<file path="config.mk">
export PLATFORM = sky130hd
export DESIGN_NAME = kbd_trap_unit
export DESIGN_NICKNAME = d
export VERILOG_FILES = /design/src/rtl/kbd_trap_pkg.sv /design/src/rtl/kbd_io_decode.sv /design/src/rtl/kbd_legsup_reg.sv /design/src/rtl/kbd_irq_steer.sv /design/src/rtl/kbd_trap_unit.sv
export SDC_FILE = /design/constraint.sdc
export NUM_CORES = 1
export LEC_CHECK = 0
export BUFFER_PORTS_ARGS = -buffer_cell sky130_fd_sc_hd__buf_2
export CORE_MARGIN = 2
export CORE_UTILIZATION = 38
export DETAILED_ROUTE_END_ITERATION = 8
export GPL_TIMING_DRIVEN = 0
export PLACE_DENSITY = 0.87
export SLEW_MARGIN = 20
export SYNTH_ARGS = -nofsm -noshare
export SYNTH_HDL_FRONTEND = slang
export SYNTH_SLANG_ARGS = --single-unit
</file>
<file path="constraint.sdc">
create_clock -name clk -period 1.7 [get_ports clk]
set_clock_uncertainty 0.2 [all_clocks]
set_input_delay 0.34 -clock clk [delete_from_list [all_inputs] [get_ports clk]]
set_output_delay 0.34 -clock clk [all_outputs]
set_load 0.05 [all_outputs]
</file>
<file path="src/rtl/kbd_trap_pkg.sv">
package kbd_trap_pkg;
    localparam int REG_W    = 16;
    localparam int NUM_TRAP = 4;

    // positions read by firmware
    localparam int B_USB_SMI  = 4;
    localparam int B_A20_EN   = 5;
    localparam int B_A20_BUSY = 6;
    localparam int B_A20_SMI  = 7;
    localparam int B_CAP_LO   = 8;
    localparam int B_USB_ACT  = 12;
    localparam int B_PCI      = 13;
    localparam int B_A20_END  = 15;

    typedef struct packed {
        logic [NUM_TRAP-1:0] trap_en;
        logic                usb_smi_en;
        logic                a20_en;
        logic                a20_smi_en;
        logic                pci_route;
        logic [NUM_TRAP-1:0] cap;
        logic                a20_end;
    } legsup_t;

    localparam legsup_t LEGSUP_RESET = '{
        trap_en:    '0,
        usb_smi_en: 1'b0,
        a20_en:     1'b0,
        a20_smi_en: 1'b0,
        pci_route:  1'b1,
        cap:        '0,
        a20_end:    1'b0
    };
endpackage

</file>
<file path="src/rtl/kbd_io_decode.sv">
module kbd_io_decode
    import kbd_trap_pkg::*;
#(
    parameter int                ADDR_W    = 16,
    parameter logic [ADDR_W-1:0] DATA_PORT = 'h60,
    parameter logic [ADDR_W-1:0] CMD_PORT  = 'h64
) (
    input  logic [ADDR_W-1:0]   io_addr,
    input  logic                io_rd,
    input  logic                io_wr,
    output logic [NUM_TRAP-1:0] trap_hit
);
    // source order: data read, data write, command read, command write
    for (genvar i = 0; i < NUM_TRAP; i++) begin : g_src
        localparam logic [ADDR_W-1:0] PORT = (i < 2) ? DATA_PORT : CMD_PORT;
        localparam bit                IS_RD = (i % 2) == 0;
        logic strobe;
        assign strobe      = IS_RD ? io_rd : io_wr;
        assign trap_hit[i] = strobe && (io_addr == PORT);
    end
endmodule

</file>
<file path="src/rtl/kbd_legsup_reg.sv">
module kbd_legsup_reg
    import kbd_trap_pkg::*;
(
    input  logic                clk,
    input  logic                rst_n,
    input  logic                cfg_wr,
    input  logic [REG_W-1:0]    cfg_wdata,
    input  logic [NUM_TRAP-1:0] trap_hit,
    input  logic                a20_done,
    output legsup_t             state_q
);
    legsup_t state_d;

    always_comb begin
        state_d = state_q;
        if (cfg_wr) begin
            state_d.trap_en    = cfg_wdata[NUM_TRAP-1:0];
            state_d.usb_smi_en = cfg_wdata[B_USB_SMI];
            state_d.a20_en     = cfg_wdata[B_A20_EN];
            state_d.a20_smi_en = cfg_wdata[B_A20_SMI];
            state_d.pci_route  = cfg_wdata[B_PCI];
            state_d.cap        = state_q.cap & ~cfg_wdata[B_CAP_LO +: NUM_TRAP];
            state_d.a20_end    = state_q.a20_end & ~cfg_wdata[B_A20_END];
        end
        // new events take priority over a clear in the same cycle
        state_d.cap     = state_d.cap | trap_hit;
        state_d.a20_end = state_d.a20_end | a20_done;
    end

    always_ff @(posedge clk or negedge rst_n) begin
        if (!rst_n) state_q <= LEGSUP_RESET;
        else        state_q <= state_d;
    end
endmodule

</file>
<file path="src/rtl/kbd_irq_steer.sv">
module kbd_irq_steer
    import kbd_trap_pkg::*;
(
    input  legsup_t          state_q,
    input  logic             usb_irq,
    input  logic             a20_busy,
    output logic [REG_W-1:0] rdata,
    output logic             pci_irq,
    output logic             smi_n,
    output logic             a20_pt_en
);
    logic trap_pend;
    logic usb_pend;
    logic a20_pend;

    always_comb begin
        trap_pend = |(state_q.cap & state_q.trap_en);
        usb_pend  = usb_irq && state_q.usb_smi_en;
        a20_pend  = state_q.a20_end && state_q.a20_smi_en;
        smi_n     = !(trap_pend || usb_pend || a20_pend);
        pci_irq   = usb_irq && state_q.pci_route;
        a20_pt_en = state_q.a20_en;

        rdata                         = '0;
        rdata[NUM_TRAP-1:0]           = state_q.trap_en;
        rdata[B_USB_SMI]              = state_q.usb_smi_en;
        rdata[B_A20_EN]               = state_q.a20_en;
        rdata[B_A20_BUSY]             = a20_busy;
        rdata[B_A20_SMI]              = state_q.a20_smi_en;
        rdata[B_CAP_LO +: NUM_TRAP]   = state_q.cap;
        rdata[B_USB_ACT]              = usb_irq;
        rdata[B_PCI]                  = state_q.pci_route;
        rdata[B_A20_END]              = state_q.a20_end;
    end
endmodule

</file>
<file path="src/rtl/kbd_trap_unit.sv">
module kbd_trap_unit
    import kbd_trap_pkg::*;
#(
    parameter int                ADDR_W    = 16,
    parameter logic [ADDR_W-1:0] DATA_PORT = 'h60,
    parameter logic [ADDR_W-1:0] CMD_PORT  = 'h64
) (
    input  logic              clk,
    input  logic              rst_n,
    input  logic              cfg_wr,
    input  logic [REG_W-1:0]  cfg_wdata,
    output logic [REG_W-1:0]  cfg_rdata,
    input  logic [ADDR_W-1:0] io_addr,
    input  logic              io_rd,
    input  logic              io_wr,
    input  logic              usb_irq,
    input  logic              a20_busy,
    input  logic              a20_done,
    output logic              pci_irq,
    output logic              smi_n,
    output logic              a20_pt_en
);
    logic [NUM_TRAP-1:0] trap_hit;
    legsup_t             state_q;

    kbd_io_decode #(
        .ADDR_W   (ADDR_W),
        .DATA_PORT(DATA_PORT),
        .CMD_PORT (CMD_PORT)
    ) u_decode (
        .io_addr (io_addr),
        .io_rd   (io_rd),
        .io_wr   (io_wr),
        .trap_hit(trap_hit)
    );

    kbd_legsup_reg u_reg (
        .clk      (clk),
        .rst_n    (rst_n),
        .cfg_wr   (cfg_wr),
        .cfg_wdata(cfg_wdata),
        .trap_hit (trap_hit),
        .a20_done (a20_done),
        .state_q  (state_q)
    );

    kbd_irq_steer u_steer (
        .state_q  (state_q),
        .usb_irq  (usb_irq),
        .a20_busy (a20_busy),
        .rdata    (cfg_rdata),
        .pci_irq  (pci_irq),
        .smi_n    (smi_n),
        .a20_pt_en(a20_pt_en)
    );
endmodule

</file>
==> reports/metrics.yaml, run 1 <==
antenna_found_initial: 0
diodes: 0
synth_top_family_by_area: "simple AND/OR/NAND/NOR gates"
synth-adder-area-share_pct: 0
clk_latency_ps: 280
cts_tree: "yes"
routedWlPerCell_um: 12.96
failed_checks: "setup timing"
die_w_um: 45.14
finalSetupTns_ps: -196.7
reg2reg_to: "u_reg.state_q[10]"
drive_gt1_share_pct: 76.72
overflow: 0
rr_startpoint: "u_reg.state_q[10]"
setup_viol_count_final: 1
cellPowerDensity_nw_per_um2: 780.9
critPathCaptureType: "output pin"
largest_register_ffs: 13
synth_compound_area_share_pct: 7.977
nets: 157
grt_pass1_vias: 628
clk_pin_slew_worst_paths_ps: 80
status: "finished, violations left"
hold_viol_final: 0
synth-seq-cells: 13
fin_crit_ps: 1897
multi_input_area_sq_um: 304.0
synth.area.mux_share_pct: 14.01
synth-simple-area-share_pct: 19.65
initialDrtViolationCount: 9
slew_violations: 0
drtAntennaViolNets: 0
n_fill_cell: 127
drt-total-wl_um: 1711
hold_path_end: "u_reg.state_q[0]"
seq_area_sq_um: 335.3
start_kind: "flop"
cts_buffer_depth: 2
track_usage_pct: 18.22
hp-class: "in -> reg"
grt_max_degree: 14
die_area_sq_um: 2038
core_sq_um: 1541
syn_avg_cell_area_sq_um: 11.69
cp.required_ps: 1160
min_from: "a20_done"
netlist_area_sq_um: 643.1
reg2reg_slack_ps: 580
gp_congestion: 0.7028
via_count: 629
fp-row-count: 14
synth_cell_types: 17
drc: 0
syn_to_final_growth_pct: 62.65
top_register: "u_reg.state_q"
seq_area_frac_synth_pct: 50.78
io_pins: 59
r2r_cells: 2
start_util_pct: 41.72
worstSetupPathType: "reg -> out"
hpwl_um: 1410
dr.pass1.iters: 2
clock_sinks: 13
whs_path_depth: 2
fin_crit_sh_pct: 111.6
synth_cells: 55
use_met2_pct: 33.43
numCtsBuffers: 3
port_buffers: 53
fmax_mhz: 527.2
die_h_um: 45.14
h-tree-depth: 1
met1_usage_pct: 18.64
ir_drop_uv: 422.4
crit_fanout: 2
yosysWarnings: 0
drt-vias-per-instance: 4.765
synth_xor_area_share_pct: 0
worstPathArrival_ps: 1360
largestRegisters: "u_reg.state_q (13)"
total_power_mw: 0.8169
p_leak_nw: 0.5297
met3_usage_pct: 6.400
grt_most_used_layer: "met2"
grt_pass1_wl_um: 2587
worst_slack_ps: -196.7
cts_root_buffer: "clkbuf_4"
synth_nets: 95
cap_violations: 0
rsz0062_at_grt: "true"
-- cells by family (layout without fill, tap and decap cells) --
group | Yosys count | count (layout)
other | 1 | 1
and+or+nand+nor | 18 | 18
muxes | 8 | 8
DFF | 13 | 13
AOI/OAI and AO/OA | 8 | 8
buffers and inverters | 7 | 68
-- cells in the mapped netlist (all sizes together) --
cell type	instances	area, sq um
dfrtp	12	300.3
nand2	10	37.54
mux2	8	90.09
buf	5	37.54
o21ai	4	20.02
nor4	3	48.80
a22oi	2	15.01
inv	2	7.510
nand4	2	12.51
a21o	1	7.510
a221oi	1	8.760
and2	1	6.260
and4bb	1	12.51
conb	1	3.750
dfstp	1	26.28
nor4b	1	8.760
-- cell usage in the layout, fill, tap and decap left out --
cell type / count
nand2_1: 9
nor4_1: 1
mux2_2: 8
a221oi_4: 1
clkbuf_4: 3
a22oi_2: 2
dfstp_2: 1
nand2_2: 1
nand4_1: 2
nor4_4: 2
and4bb_2: 1
inv_1: 2
o21ai_1: 4
conb_1: 1
dfrtp_1: 5
and2_4: 1
clkinv_2: 1
dfrtp_2: 7
nor4b_1: 1
buf_8: 1
buf_6: 1
a21o_1: 1
buf_4: 8
dlygate4sd3_1: 1
buf_2: 51
-- timing repair --
item	CTS	global route
resized for setup	4	5
pin swaps	2	1
hold buffers	1	0
hold endpoints to repair	13	0
buffers inserted	3	0
endpoints found under the setup margin	2	2
-- worst max-delay path: stages (launching register included) --
cell,delay (ps)
dfrtp_2,420
a22oi_2,190
nand2_2,80
a221oi_4,200
buf_6,190
-- routing by layer --
layer / routed length (um) / share of wire (%)
met1: 634 / 37
met2: 972 / 57
met3: 84 / 4.9
met4: 20 / 1.2
met5: 0 / 0
-- how the worst max path moves through the flow --
stage                 startpoint  endpoint  slack (ps)
2_1_floorplan  u_reg.state_q[10]     smi_n        -130
3_3_place_gp             usb_irq     smi_n         -70
3_5_place_dp             usb_irq     smi_n         -90
4_1_cts         u_reg.state_q[2]     smi_n        -230
5_1_grt         u_reg.state_q[8]     smi_n        -270
6_report        u_reg.state_q[2]     smi_n        -200
-- where the power goes --
group	switching, mW	internal [mW]
combinational	0.173	0.103
sequential	0.0194	0.334
clock	0.100	0.0871
-- final cells by class --
cell class | count | area share, %
inverters | 2 | 0.7177
plain buffers | 5 | 3.589
multi-input cells | 35 | 29.07
well taps | 16 | 1.914
clock buffers | 3 | 2.153
clock inverters | 1 | 0.4785
flip-flops and latches | 13 | 32.06
repair buffers | 57 | 30.02
-- per-stage QoR --
| stage | cell area (sq um) | util (%) | setup WS, ps | hold slack (ps) | std cells |
|---|---|---|---|---|---|
| 5_1_grt | 1046 | 67.86 | -275.0 | 25.61 | 132 |
| 4_1_cts | 1028 | 66.72 | -230.8 | 28.02 | 132 |
| 2_1_floorplan | 669.4 | - | -133.1 | -155.6 | 55 |
| 3_5_place_dp | 954.7 | 61.93 | -92.57 | 40.42 | 124 |
| 6_report | 1046 | 67.86 | -196.7 | 34.34 | 132 |
| 3_3_place_gp | 954.7 | 61.93 | -72.03 | 32.30 | 124 |
Power figures use the tool's default switching activity.
==> inputs of run 2 (changes only) <==
Settings changed: BUFFER_PORTS_ARGS -buffer_cell sky130_fd_sc_hd__buf_2 to not set, CORE_AREA set to 2 2 39 41, CORE_MARGIN 2 to not set, CORE_UTILIZATION 38 to not set, DIE_AREA set to 0 0 41 43, DONT_BUFFER_PORTS set to 1, PLACE_DENSITY 0.87 to 0.68.
Clock period 1.7 ns to 2.2 ns, I/O delays scaled along.
==> run 2 against run 1 <==
Effect of this change:
- the flow still finishes with violations (setup timing)
- combinational power down 69%
- largest cell class is now sequential cells
- hold slack better by 28 ps
- sequential power down 5.9%
==> reports/metrics.yaml, run 2 (synthesis gave the netlist of run 1 again) <==
status: "finished, violations left"
failed_checks: "setup timing"
gp_congestion: 0.5916  # -16%
fin_crit_sh_pct: 103.0
io_pins: 59  # unchanged
p_leak_nw: 0.2895  # -45%
via_count: 435  # -31%
crit_fanout: 3  # +1
slew_headroom_pct: 61.97
clk_latency_ps: 260  # -20 ps
diodes: 0  # unchanged
nets: 101  # -36%
crit_start: "u_reg.state_q[10]"
cp.required_ps: 1560  # +400 ps
min_from: "a20_done"
drt-vias-per-instance: 5.724  # +20%
dpl_cell_area_sq_um: 680.7  # -29%
worst_slack_ps: -66.35  # +130.3 ps
ir_drop_uv: 420.7  # -0.40%
n_fill_cell: 134  # +5.5%
antenna_found_initial: 0  # unchanged
critPathCaptureType: "output pin"
core_sq_um: 1384  # -10%
dr.pass1.iters: 1  # -1
grt_max_degree: 14  # unchanged
cellPowerDensity_nw_per_um2: 751.2  # -3.8%
worstPathArrival_ps: 1630  # +270 ps
start_util_pct: 46.47  # +4.8 points
start_kind: "flop"
port_buffers: 0  # -100%
fin_crit_ps: 2266
final_cell_mix: "nand2_1, mux2_2, dfrtp_2, buf_4, dfrtp_1"
setup_viol_count_final: 1  # unchanged
hold_viol_final: 0  # unchanged
grt_pass1_vias: 465  # -26%
final_common_cell: "nand2_1"
initialDrtViolationCount: 0  # -9
seq_area_sq_um: 335.3  # unchanged
h-tree-depth: 1  # unchanged
overflow: 0  # unchanged
track_usage_pct: 16.53  # -1.7 points
cts_tree: "yes"
multi_input_area_sq_um: 301.5  # -0.82%
largestRegisters: "u_reg.state_q (13)"
fmax_mhz: 441.2
grt_pass1_wl_um: 1876  # -27%
fp-row-count: 14  # unchanged
top_register: "u_reg.state_q"
largest_register_ffs: 13  # unchanged
cts_buffer_depth: 2  # unchanged
dp_slack_ps: 58.60  # +151.2 ps
rsz0062_at_grt: "true"
die_area_sq_um: 1763  # -13%
worstSetupPathType: "reg -> out"
syn_to_final_growth_pct: 14.79
drtAntennaViolNets: 0  # unchanged
clk_pin_slew_worst_paths_ps: 70  # about the same
numCtsBuffers: 3  # unchanged
cap_violations: 0  # unchanged
drive_gt1_share_pct: 51.67  # -25 points
hp-class: "in -> reg"
slew_violations: 0  # unchanged
routedWlPerCell_um: 16.14  # +25%
drc: 0  # unchanged
rr_startpoint: "u_reg.state_q[11]"
clock_sinks: 13  # unchanged
drt-total-wl_um: 1227  # -28%
die_h_um: 43  # -4.7%
design_area_sq_um: 738.2  # -29%
tightest_slew_ps: 570.5
die_w_um: 41  # -9.2%
cts_root_buffer: "clkbuf_4"
[run 2: worst max-delay path: stages (launching register included)]
cell      delay (ps)
dfrtp_2          530
a22oi_2          240
nand2_2           90
a221oi_4         510
[run 2: layout make-up]
class | instances | area share [%]
plain buffers | 5 | 5.085
clock buffers | 4 | 3.559
inverters | 2 | 1.017
multi-input cells | 35 | 40.85
flip-flops and latches | 13 | 45.42
well taps | 16 | 2.712
repair buffers | 1 | 1.356
[run 2: timing repair]
item	in CTS	in global routing
pin swaps	1	1
resized for setup	10	0
setup endpoints to repair	1	1
setup buffers	0	0
hold endpoints to repair	13	0
cloned	0	0
hold buffers	1	0
[run 2: worst paths after layout]
kind                       slack (ps)  cells after the start                 to
setup / recovery                  -70                      3              smi_n
hold / removal                     60                      1   u_reg.state_q[0]
setup reg to reg                  940                      1  u_reg.state_q[11]
hold reg to reg                   510                      2   u_reg.state_q[2]
max in group asynchronous        1010                      1  u_reg.state_q[10]
min in group asynchronous         400                      1   u_reg.state_q[9]
[run 2: stage by stage]
step                      setup TNS (ps)  power (mW)  util [%]  hold WS [ps]  instances
after global routing              -147.2      0.5861     53.35         55.06         76
final                             -66.35      0.5546     53.35         62.71         76
after detailed placement               0      0.4145     49.19        -55.26         71
after global placement                 0      0.4116     49.19        -55.27         71
after CTS                         -100.6      0.5654     53.35         53.49         76
after floorplan                        0      0.4045         -        -55.59         55
[run 2: power breakdown]
group	internal, mW	switching [mW]
combinational	0.0342	0.0516
clock	0.0701	0.0663
sequential	0.257	0.0749
total	0.362	0.193
[run 2: routing by layer]
layer | track usage, % | vias to the layer above | wire, um
li1 | - | 203 | -
met1 | 15.59 | 197 | 418
met2 | 27.19 | 33 | 626
met3 | 10.47 | 2 | 169
met4 | 6.000 | 0 | 12
met5 | 0 | - | 0
==> inputs of run 3 (changes only) <==
Settings changed: REMOVE_ABC_BUFFERS set to 1.
==> run 3 against run 2 <==
Effect of this change:
- the run still ends with setup timing left
- sequential power increased by 2%
- cell area decreased by 4.9%
- power decreased by 2.9%
- routed wire length decreased by 3.6%
- non-clock buffer count decreased by 5
- via count decreased by 3.0%
- utilization decreased by 2.6 points
- global-route usage decreased by 2.5 points
- register-to-register slack got worse by 230 ps
- fmax decreased by 0.84%
- worst setup slack got worse by 19 ps
- clock-buffer cell count decreased by 1
- critical endpoint unchanged
- largest power group unchanged
==> reports/metrics.yaml, run 3 (synthesis gave the netlist of run 1 again) <==
cellPowerDensity_nw_per_um2: 766.8  # +2.1%
crit_fanout: 3  # unchanged
final_common_cell: "nand2_1"
worstSetupPathType: "reg -> out"
rsz0062_at_grt: "true"
die_w_um: 41  # unchanged
utilization_pct: 50.72  # -2.6 points
overflow: 0  # unchanged
status: "finished, violations left"
start_util_pct: 46.47  # unchanged
hold_viol_final: 0  # unchanged
clk_latency_ps: 270  # about the same
core_sq_um: 1384  # unchanged
setup_viol_count_final: 1  # unchanged
largest_register_ffs: 13  # unchanged
clk_pin_slew_worst_paths_ps: 80  # about the same
drtAntennaViolNets: 0  # unchanged
nets: 96  # -5.0%
via_count: 422  # -3.0%
r2r_cells: 1  # unchanged
h-tree-depth: 1  # unchanged
antenna_found_initial: 0  # unchanged
drt-vias-per-instance: 5.944  # +3.8%
grt_pass1_wl_um: 1649  # -12%
cts_root_buffer: "clkbuf_4"
slew_violations: 0  # unchanged
cap_violations: 0  # unchanged
whs_path_depth: 1  # unchanged
final_cell_mix: "nand2_1, mux2_2, dfrtp_2, dfrtp_1, o21ai_1"
tightest_slew_ps: 888.5  # +318.0 ps
total_power_mw: 0.5383  # -2.9%
port_buffers: 0  # unchanged
drc: 0  # unchanged
cts_buffer_depth: 2  # unchanged
slowest_stage: "dfrtp_2"
grt_max_degree: 14  # unchanged
rr_startpoint: "u_reg.state_q[7]"
failed_checks: "setup timing"
critPathCaptureType: "output pin"
hold_path_end: "u_reg.state_q[0]"
die_h_um: 43  # unchanged
drt-total-wl_um: 1183  # -3.6%
track_usage_pct: 14.02  # -2.5 points
start_kind: "flop"
fp-row-count: 14  # unchanged
syn_to_final_growth_pct: 9.144
fmax_mhz: 437.5  # -0.84%
worstPathCellList: "a22oi_2 -> nand2_2 -> a221oi_4"
initialDrtViolationCount: 2  # +2
routedWlPerCell_um: 16.66  # +3.2%
reg2reg_slack_ps: 710  # -230 ps
max_stage_delay_ps: 530  # about the same
dr.pass1.iters: 2  # +1
diodes: 0  # unchanged
slew_headroom_pct: 40.77  # -21 points
hp-class: "in -> reg"
io_pins: 59  # unchanged
clock_sinks: 13  # unchanged
p_leak_nw: 0.2675  # -7.6%
die_area_sq_um: 1763  # unchanged
numCtsBuffers: 3  # unchanged
top_register: "u_reg.state_q"
fin_crit_sh_pct: 103.9  # +0.87 points
worstPathArrival_ps: 1650  # +20 ps
whs_ps: 58.86  # -3.851 ps
fin_crit_ps: 2286  # +19.20 ps
grt_pass1_vias: 392  # -16%
ir_drop_uv: 412.9  # -1.9%
worst_slack_ps: -85.55  # -19.20 ps
reg2reg_to: "u_reg.state_q[7]"
cp.required_ps: 1560  # about the same
cts_tree: "yes"
largestRegisters: "u_reg.state_q (13)"
hpwl_um: 971.1
min_from: "a20_done"
drive_gt1_share_pct: 49.09  # -2.6 points
gp_congestion: 0.6123  # +3.5%
## run 3: cell count changes in the layout (fill, tap and decap cells not counted), sizes merged
| cell | previous run | this run |
|---|---|---|
| clkbuf | 4 | 3 |
| buf | 5 | 0 |
| clkinv | 0 | 1 |
## run 3: power breakdown
part / switching (mW) / total, mW / internal, mW / leakage, nW
combinational: 0.0337 / 0.0610 / 0.0273 / 0.0995
clock: 0.0714 / 0.139 / 0.0672 / 0.0177
sequential: 0.0816 / 0.339 / 0.257 / 0.150
total: 0.187 / 0.538 / 0.352 / 0.268
## run 3: layout make-up
type                       instances  area, sq um
clock buffer                       3        22.52
clock inverter                     1        5.005
fill                             138        681.9
inverter                           2        7.507
multi-input combinational         35        301.5
sequential                        13        335.3
tap                               16        20.02
timing repair buffer               1        10.01
## run 3: routing by layer
| metal | GRT usage, % | up-vias | routed length, um |
|---|---|---|---|
| met5 | 0 | - | 0 |
| met3 | 4.188 | 2 | 115 |
| met4 | 8.000 | 0 | 19 |
| met2 | 22.81 | 29 | 631 |
| li1 | - | 190 | - |
| met1 | 15.05 | 201 | 416 |
## run 3: critical path, delay by kind of cell (launching register included)
family	cells	cell delay, ps
AO/OA/AOI/OAI	2	750
flip-flops	1	530
AND/OR/NAND/NOR	1	90
## run 3: worst max path at each step
stage,start,to,slack (ps),cells after the start
floorplan,u_reg.state_q[10],smi_n,-490,3
global route,u_reg.state_q[10],smi_n,-160,3
global placement,u_reg.state_q[10],smi_n,-590,3
CTS,u_reg.state_q[2],smi_n,-100,3
finish,u_reg.state_q[10],smi_n,-90,3
detailed placement,u_reg.state_q[10],smi_n,-140,3
## run 3: metrics by stage
step / std cells / setup slack, ps / setup TNS, ps / area, sq um
detailed placement: 66 / -135.9 / -135.9 / 631.9
finish: 71 / -85.55 / -85.55 / 701.9
CTS: 71 / -97.94 / -97.94 / 701.9
global route: 71 / -158.5 / -158.5 / 701.9
floorplan: 50 / -489.5 / -489.5 / 605.6
global placement: 66 / -592.5 / -592.5 / 625.6
## run 3: timing repair
item                       CTS  global route
hold buffers                 1             0
hold endpoints to repair    13             0
pin swaps                    1             1
buffers inserted             0             0
gates cloned                 0             0
setup endpoints to repair    1             1
resized for setup           11             0
